### src/rtl/sb_pkg.sv
`timescale 1ns/1ps
// Package: shared encodings for the register scoreboard.
package sb_pkg;
    // Instruction class as seen by the scoreboard.
    typedef enum logic [1:0] {
        KIND_WRITE   = 2'd0,
        KIND_COMPARE = 2'd1,
        KIND_STORE   = 2'd2,
        KIND_SPARE   = 2'd3
    } op_kind_e;
endpackage

### src/rtl/sb_counters.sv
`timescale 1ns/1ps
// sb_counters: one saturating-free up/down counter per register that counts
// in-flight writers. Assumes the caller never increments a full counter and
// never decrements an empty one; simultaneous inc and dec on one entry cancel.
module sb_counters #(
    parameter int NREG  = 32,
    parameter int CNT_W = 2,
    parameter int SEL_W = 5
) (
    input  logic             clk,
    input  logic             rst_n,
    input  logic             inc_en,
    input  logic [SEL_W-1:0] inc_sel,
    input  logic             dec_en,
    input  logic [SEL_W-1:0] dec_sel,
    output logic [NREG-1:0]  busy,
    output logic [NREG-1:0]  full
);
    for (genvar i = 0; i < NREG; i++) begin : g_ent
        logic [CNT_W-1:0] cnt_q;
        logic             inc_hit;
        logic             dec_hit;

        assign inc_hit = inc_en && (inc_sel == SEL_W'(i));
        assign dec_hit = dec_en && (dec_sel == SEL_W'(i));

        // Count update: +1 on reserve, -1 on release, unchanged when both.
        always_ff @(posedge clk) begin
            if (!rst_n) begin
                cnt_q <= '0;
            end else begin
                case ({inc_hit, dec_hit})
                    2'b10:   cnt_q <= cnt_q + 1'b1;
                    2'b01:   cnt_q <= cnt_q - 1'b1;
                    default: cnt_q <= cnt_q;
                endcase
            end
        end

        assign busy[i] = (cnt_q != '0);
        assign full[i] = &cnt_q;
    end
endmodule

### src/rtl/sb_regfile.sv
`timescale 1ns/1ps
// sb_regfile: general and vector register banks behind one index space.
// Low indices map to the general bank, the following ones to the vector bank.
// General register 0 is never written and always reads zero. Illegal read
// indices return zero; the caller gates writes to legal, nonzero indices.
module sb_regfile #(
    parameter int NUM_GPR = 16,
    parameter int NUM_VEC = 16,
    parameter int DATA_W  = 32,
    parameter int IDX_W   = 6
) (
    input  logic              clk,
    input  logic              rst_n,
    input  logic              we,
    input  logic [IDX_W-1:0]  wsel,
    input  logic [DATA_W-1:0] wdata,
    input  logic [IDX_W-1:0]  ra_sel,
    input  logic [IDX_W-1:0]  rb_sel,
    output logic [DATA_W-1:0] ra_data,
    output logic [DATA_W-1:0] rb_data
);
    localparam int NREG   = NUM_GPR + NUM_VEC;
    localparam int GSEL_W = (NUM_GPR > 1) ? $clog2(NUM_GPR) : 1;
    localparam int VSEL_W = (NUM_VEC > 1) ? $clog2(NUM_VEC) : 1;

    logic [DATA_W-1:0] gpr_q [NUM_GPR];
    logic [DATA_W-1:0] vec_q [NUM_VEC];
    logic [IDX_W-1:0]  wvec;

    assign wvec = wsel - IDX_W'(NUM_GPR);

    // Look up one unified index in the two banks.
    function automatic logic [DATA_W-1:0] pick(input logic [IDX_W-1:0] s);
        logic [IDX_W-1:0] v;
        v = s - IDX_W'(NUM_GPR);
        if (s < IDX_W'(NUM_GPR))
            pick = gpr_q[s[GSEL_W-1:0]];
        else if (s < IDX_W'(NREG))
            pick = vec_q[v[VSEL_W-1:0]];
        else
            pick = '0;
    endfunction

    // Bank storage: clear on reset, commit one result per cycle otherwise.
    always_ff @(posedge clk) begin
        if (!rst_n) begin
            for (int g = 0; g < NUM_GPR; g++) gpr_q[g] <= '0;
            for (int v = 0; v < NUM_VEC; v++) vec_q[v] <= '0;
        end else if (we) begin
            if (wsel != '0 && wsel < IDX_W'(NUM_GPR))
                gpr_q[wsel[GSEL_W-1:0]] <= wdata;
            else if (wsel >= IDX_W'(NUM_GPR) && wsel < IDX_W'(NREG))
                vec_q[wvec[VSEL_W-1:0]] <= wdata;
        end
    end

    // Two combinational read ports.
    always_comb begin
        ra_data = pick(ra_sel);
        rb_data = pick(rb_sel);
    end
endmodule

### src/rtl/sb_issue.sv
`timescale 1ns/1ps
// sb_issue: combinational decode-side decision. It checks both sources
// against the busy vector, refuses a destination whose count is full, and
// reserves only for a result-producing instruction with a legal nonzero
// destination once nothing stalls. Assumes busy/full reflect the current counts.
module sb_issue
    import sb_pkg::*;
#(
    parameter int NREG  = 32,
    parameter int IDX_W = 6,
    parameter int SEL_W = 5
) (
    input  logic                    rd_a_valid,
    input  logic [IDX_W-1:0]        rd_a_idx,
    input  logic                    rd_b_valid,
    input  logic [IDX_W-1:0]        rd_b_idx,
    input  logic                    iss_valid,
    input  op_kind_e                iss_kind,
    input  logic [IDX_W-1:0]        iss_dst,
    input  logic [NREG-1:0]         busy,
    input  logic [NREG-1:0]         full,
    output logic                    stall,
    output logic                    rsv_en,
    output logic [SEL_W-1:0]        rsv_sel,
    output logic signed [IDX_W:0]   rsv_tag,
    output logic                    issue_err
);
    logic a_legal, b_legal, dst_legal;
    logic a_busy, b_busy;
    logic writes, dst_real, dst_full;

    // Source checks.
    always_comb begin
        a_legal = rd_a_idx < IDX_W'(NREG);
        b_legal = rd_b_idx < IDX_W'(NREG);
        a_busy  = a_legal && busy[rd_a_idx[SEL_W-1:0]];
        b_busy  = b_legal && busy[rd_b_idx[SEL_W-1:0]];
    end

    // Destination checks and the stall / reserve decision.
    always_comb begin
        writes    = iss_valid && (iss_kind == KIND_WRITE);
        dst_legal = iss_dst < IDX_W'(NREG);
        dst_real  = writes && dst_legal && (iss_dst != '0);
        dst_full  = dst_real && full[iss_dst[SEL_W-1:0]];
        stall     = (rd_a_valid && a_busy) || (rd_b_valid && b_busy) || dst_full;
        rsv_en    = dst_real && !stall;
        rsv_sel   = iss_dst[SEL_W-1:0];
        rsv_tag   = rsv_en ? $signed({1'b0, iss_dst}) : '1;
        issue_err = (rd_a_valid && !a_legal) || (rd_b_valid && !b_legal)
                  || (writes && !dst_legal);
    end
endmodule

### src/rtl/reg_scoreboard.sv
`timescale 1ns/1ps
// reg_scoreboard: register reservation scoreboard with its register file.
// Decode reads two sources and may reserve one destination per cycle;
// writeback returns a signed tag (-1 = none) plus data once per cycle.
// Assumes tags come back in any order but only for reservations that were made.
module reg_scoreboard
    import sb_pkg::*;
#(
    parameter int NUM_GPR = 16,
    parameter int NUM_VEC = 16,
    parameter int DATA_W  = 32,
    parameter int IDX_W   = 6,
    parameter int CNT_W   = 2
) (
    input  logic                  clk,
    input  logic                  rst_n,
    input  logic                  rd_a_valid,
    input  logic [IDX_W-1:0]      rd_a_idx,
    output logic [DATA_W-1:0]     rd_a_data,
    input  logic                  rd_b_valid,
    input  logic [IDX_W-1:0]      rd_b_idx,
    output logic [DATA_W-1:0]     rd_b_data,
    input  logic                  iss_valid,
    input  logic [1:0]            iss_kind,
    input  logic [IDX_W-1:0]      iss_dst,
    output logic                  stall,
    output logic signed [IDX_W:0] rsv_tag,
    input  logic                  wb_valid,
    input  logic signed [IDX_W:0] wb_tag,
    input  logic [DATA_W-1:0]     wb_data,
    output logic                  err
);
    localparam int NREG  = NUM_GPR + NUM_VEC;
    localparam int SEL_W = (NREG > 1) ? $clog2(NREG) : 1;

    logic [NREG-1:0]  busy, full;
    logic             rsv_en, issue_err;
    logic [SEL_W-1:0] rsv_sel;
    logic [IDX_W-1:0] wb_idx;
    logic             wb_pos, wb_legal, wb_busy, wb_commit, wb_err;
    logic             err_q;
    op_kind_e         kind;

    assign kind = op_kind_e'(iss_kind);

    sb_issue #(.NREG(NREG), .IDX_W(IDX_W), .SEL_W(SEL_W)) u_issue (
        .rd_a_valid (rd_a_valid),
        .rd_a_idx   (rd_a_idx),
        .rd_b_valid (rd_b_valid),
        .rd_b_idx   (rd_b_idx),
        .iss_valid  (iss_valid),
        .iss_kind   (kind),
        .iss_dst    (iss_dst),
        .busy       (busy),
        .full       (full),
        .stall      (stall),
        .rsv_en     (rsv_en),
        .rsv_sel    (rsv_sel),
        .rsv_tag    (rsv_tag),
        .issue_err  (issue_err)
    );

    // Writeback qualification: positive tag, legal index, live reservation.
    always_comb begin
        wb_idx    = wb_tag[IDX_W-1:0];
        wb_pos    = wb_valid && !wb_tag[IDX_W] && (wb_tag != '0);
        wb_legal  = wb_idx < IDX_W'(NREG);
        wb_busy   = wb_legal && busy[wb_idx[SEL_W-1:0]];
        wb_commit = wb_pos && wb_busy;
        wb_err    = wb_pos && !wb_busy;
    end

    sb_counters #(.NREG(NREG), .CNT_W(CNT_W), .SEL_W(SEL_W)) u_cnt (
        .clk     (clk),
        .rst_n   (rst_n),
        .inc_en  (rsv_en),
        .inc_sel (rsv_sel),
        .dec_en  (wb_commit),
        .dec_sel (wb_idx[SEL_W-1:0]),
        .busy    (busy),
        .full    (full)
    );

    sb_regfile #(.NUM_GPR(NUM_GPR), .NUM_VEC(NUM_VEC), .DATA_W(DATA_W),
                 .IDX_W(IDX_W)) u_rf (
        .clk     (clk),
        .rst_n   (rst_n),
        .we      (wb_commit),
        .wsel    (wb_idx),
        .wdata   (wb_data),
        .ra_sel  (rd_a_idx),
        .rb_sel  (rd_b_idx),
        .ra_data (rd_a_data),
        .rb_data (rd_b_data)
    );

    // Error pulse register: one cycle after any illegal access.
    always_ff @(posedge clk) begin
        if (!rst_n) err_q <= 1'b0;
        else        err_q <= issue_err || wb_err;
    end

    assign err = err_q;
endmodule

### config.mk
export PLATFORM = sky130hd
export DESIGN_NAME = reg_scoreboard
export DESIGN_NICKNAME = d
export VERILOG_FILES = /design/src/rtl/sb_pkg.sv /design/src/rtl/sb_counters.sv /design/src/rtl/sb_regfile.sv /design/src/rtl/sb_issue.sv /design/src/rtl/reg_scoreboard.sv
export SDC_FILE = /design/constraint.sdc
export NUM_CORES = 2
export LEC_CHECK = 0
export BUFFER_PORTS_ARGS = -buffer_cell sky130_fd_sc_hd__buf_4
export CAP_MARGIN = 20
export CORE_MARGIN = 3
export CORE_UTILIZATION = 36
export DETAILED_ROUTE_END_ITERATION = 6
export GPL_TIMING_DRIVEN = 1
export PLACE_DENSITY = 0.53
export SLEW_MARGIN = 20
export SYNTH_ARGS = -nofsm -noshare
export SYNTH_HDL_FRONTEND = slang
export SYNTH_SLANG_ARGS = --single-unit
### constraint.sdc
create_clock -name clk -period 12.53 [get_ports clk]
set_clock_uncertainty 0.2 [all_clocks]
set_input_delay 2.506 -clock clk [delete_from_list [all_inputs] [get_ports clk]]
set_output_delay 2.506 -clock clk [all_outputs]
set_load 0.005 [all_outputs]
==> impl_metrics.csv <==
group,metric,value,unit
hold_path,hold_path.class,"register to register",
hold_path,whs_path_depth,2,
layout,drive_gt1_frac,0.2816,
layout,final_util,0.4068,
worst_setup_path,regToRegStartpoint,"u_cnt.g_ent[10].cnt_q[0]",
detailed_routing,avgRoutedWirePerCell,35.45,um
worst_setup_path,r2r.worst_path.cells,7,
placed_design,gp_congestion,0.8320,
floorplan,design.die.area,171700,um2
detailed_routing,antenna_left,0,
placed_design,numPortBuffers,137,
run,maxCapViolCount,0,
floorplan,rows,149,
hold_path,worst_hold_startpoint,"u_cnt.g_ent[18].cnt_q[1]",
power_and_ir_drop,ir_worst_vdd,0.0001406,V
placed_design,pre_cts_slack,3.834,ns
logic_synthesis,syn_avg_cell_area,15.39,um2
floorplan,chipHeight,414.3,um
worst_setup_path,worst-endpoint-arrival,6.10,ns
timing,drv_slew,0,
logic_synthesis,synth.most_common_cell,"edfxtp_1",
clocking,root_buffer,"clkbuf_16",
timing,finalWorstSetupSlack,3.722,ns
worst_setup_path,path_cells,"buf_8 > buf_4 > mux4_2 > mux4_2 > mux2i_1 > nor2_1 > buf_4",
timing,fin_setup_tns,0,ns
clocking,clock_path_buffers,3,
worst_setup_path,cp_top_family,"buffers and inverters",
clocking,clock_latency,0.75,ns
worst_setup_path,crit_path_end_kind,"primary output",
timing,rsz0062_at_grt,"false",
placed_design,place_area,63050,um2
worst_setup_path,critical_path_class,"input pin to primary output",
clocking,cts_sinks,1089,
worst_setup_path,critPathLaunchType,"input pin",
worst_setup_path,worstReg2RegEnd,"u_rf.vec_q[14][6]",
clocking,cts_tree,"yes",
timing,setup-violations-final,0,
layout,nNetsFinal,3956,
power_and_ir_drop,p_per_area,130.3,nW/um2
logic_synthesis,synth_area,60030,um2
timing,slew_headroom,0.2217,
clocking,cts_made_buffers,132,
logic_synthesis,synth_top_cell_area_share,0.5122,
placed_design,place_hpwl,108700,um
clocking,cts_resized,0,
worst_setup_path,worstPathRequired,9.82,ns
status,outcome,"finished, final reports clean",
timing,period_minus_slack,8.808,ns
timing,fmax,113.5,MHz
logic_synthesis,synth_top_area_cell,"edfxtp_1",
timing,hold_viol_final,0,
hold_path,hold_end,"u_cnt.g_ent[18].cnt_q[1]",
clocking,ctsHoldBuffers,0,
logic_synthesis,seq_area_frac_synth,0.5339,
floorplan,core-area,165400,um2
logic_synthesis,synth_warnings,0,
power_and_ir_drop,p_leak,0.02348,uW
logic_synthesis,synthArstFlopShare,0,
detailed_routing,vias,37374,
floorplan,initial_utilization,0.3630,
logic_synthesis,synth_commonest_cells,"edfxtp_1, and2_1, mux4_2",
logic_synthesis,synth_edf_count,1024,
layout,syn_to_final_growth,12.07,%
clocking,htreeDepth,4,
floorplan,die_x,414.3,um
grt,grt_usage,0.2520,
worst_setup_path,critPathMaxStageDelay,0.89,ns
layout,post-route-cell-area,67270,um2
worst_setup_path,reg2reg_slack,7.63,ns
logic_synthesis,synth_area_leaders,"edfxtp_1, mux4_2, and2_1",
worst_setup_path,path_buf_inv,3,
detailed_routing,finalWirelength,218500,um
floorplan,io_pins,138,
worst_setup_path,critPathSlowestCell,"buf_4",
grt,grt_start_max_net_pins,109,
worst_setup_path,crit_fanout,82,
logic_synthesis,ys.flop_type,"edfxtp_1",
detailed_routing,via_per_inst,6.064,
logic_synthesis,synth_seq_cells,1089,
grt,antenna_found_initial,31,
logic_synthesis,synthCells,3901,
detailed_routing,drtIter0Drc,5805,
clocking,cts_setup_buffers,0,
detailed_routing,drtPass1Iterations,5,
grt,grt_pass1_wl,303100,um
timing,worst_pin_slew,1.167,ns
layout,fillers,14843,
grt,grt_pass1_vias,37443,
clocking,cts.clk_slew.worst_paths,0.06,ns
logic_synthesis,synth.distinct_cells,73,
timing,finalCritPeriodShare,0.7029,
grt,grt_overflow_total,0,
detailed_routing,drcViolationCount,0,
## sequential cells by signal, indices dropped and copies added (netlist names)
| signal | count |
|---|---|
| u_rf.vec_q | 512 |
| u_cnt.g_ent.cnt_q | 64 |
| err | 1 |
| u_rf.gpr_q | 512 |
## layout make-up
cell class / instances / area (um2) / area share
Antenna cell: 11 / 27.53 / 0.0004092
Clock buffer: 164 / 3508 / 0.05215
Clock inverter: 74 / 675.6 / 0.01004
Inverter: 5 / 26.28 / 0.0003906
Multi-Input combinational cell: 2431 / 26620 / 0.3956
Sequential cell: 1089 / 32050 / 0.4764
Tap cell: 2189 / 2739 / 0.04071
Timing Repair Buffer: 200 / 1630 / 0.02423
## layer usage
metal	part of all wire	global-route usage	vias up
li1	-	-	14962
met1	0.41	0.3571	19911
met2	0.47	0.3935	2127
met3	0.095	0.04331	368
met4	0.033	0.08589	6
met5	0.00025	0	-
## power by group
part | switching [uW] | leakage, uW | internal (uW)
logic | 528 | 0.00995 | 339
registers | 45.5 | 0.0115 | 4070
clock network | 1590 | 0.00204 | 2200
total | 2160 | 0.0235 | 6600
## worst max-delay path by stage
| stage | start | endpoint | slack (ns) | cells after the start |
|---|---|---|---|---|
| 2_1_floorplan | rd_a_idx[0] | rd_a_data[0] | 4.83 | 8 |
| 3_3_place_gp | rd_a_idx[1] | rd_a_data[12] | 3.85 | 7 |
| 3_5_place_dp | rd_a_idx[1] | rd_a_data[12] | 3.83 | 7 |
| 4_1_cts | rd_a_idx[1] | rd_a_data[12] | 3.83 | 7 |
| 5_1_grt | rd_a_idx[0] | rd_a_data[12] | 3.74 | 7 |
| 6_report | rd_a_idx[1] | rd_a_data[12] | 3.72 | 7 |
## through the flow
step | instances | total power (uW) | hold slack, ns
finish | 6163 | 8768 | 0.3025
global route | 6156 | 8996 | 0.3262
CTS | 6152 | 8813 | 0.3037
detailed placement | 5914 | 5055 | 0.2947
global placement | 5914 | 5049 | 0.2805
floorplan | 3933 | 4699 | 0.2668
## cell usage in the layout, fill, tap and decap left out, types with 7 or more instances in the layout
| cell type | count |
|---|---|
| dfxtp_1 | 65 |
| diode_2 | 11 |
| nor2_1 | 174 |
| buf_4 | 186 |
| nand2_1 | 43 |
| bufinv_16 | 10 |
| nor2b_1 | 10 |
| nor4_1 | 11 |
| clkinv_1 | 31 |
| a21oi_4 | 13 |
| o21ai_0 | 38 |
| mux4_2 | 654 |
| a21oi_1 | 49 |
| or3_1 | 43 |
| nand2b_4 | 31 |
| a2111oi_4 | 18 |
| ha_1 | 32 |
| xor2_1 | 32 |
| conb_1 | 34 |
| nand3_1 | 46 |
| clkbuf_1 | 28 |
| nor3_1 | 19 |
| xnor2_1 | 32 |
| clkbuf_16 | 136 |
| and2_1 | 995 |
| mux2i_1 | 65 |
| edfxtp_1 | 1024 |
| clkinv_2 | 19 |
| buf_12 | 7 |
## worst register-to-register path: stages, from the launching register on
cell	delay, ns
dfxtp_1	0.41
nor2_1	0.13
mux4_2	0.49
nand2_1	0.08
or4b_4	0.85
a2111oi_4	0.52
buf_4	0.76
nand2b_4	1.03
## logic make-up (layout without fill, tap and decap cells)
kind of cell | count (synthesis) | in the layout | share of synthesized area
AO/OA/AOI/OAI | 158 | 158 | 0.02297
XOR/XNOR | 64 | 64 | 0.009338
adder cells (fa/ha/maj) | 32 | 32 | 0.006670
buffers and inverters | 413 | 443 | 0.03091
flip-flops | 1089 | 1089 | 0.5339
multiplexers | 721 | 721 | 0.2566
other | 2 | 45 | 0.0001251
AND/OR/NAND/NOR | 1422 | 1422 | 0.1395
Power figures use the tool's default switching activity.
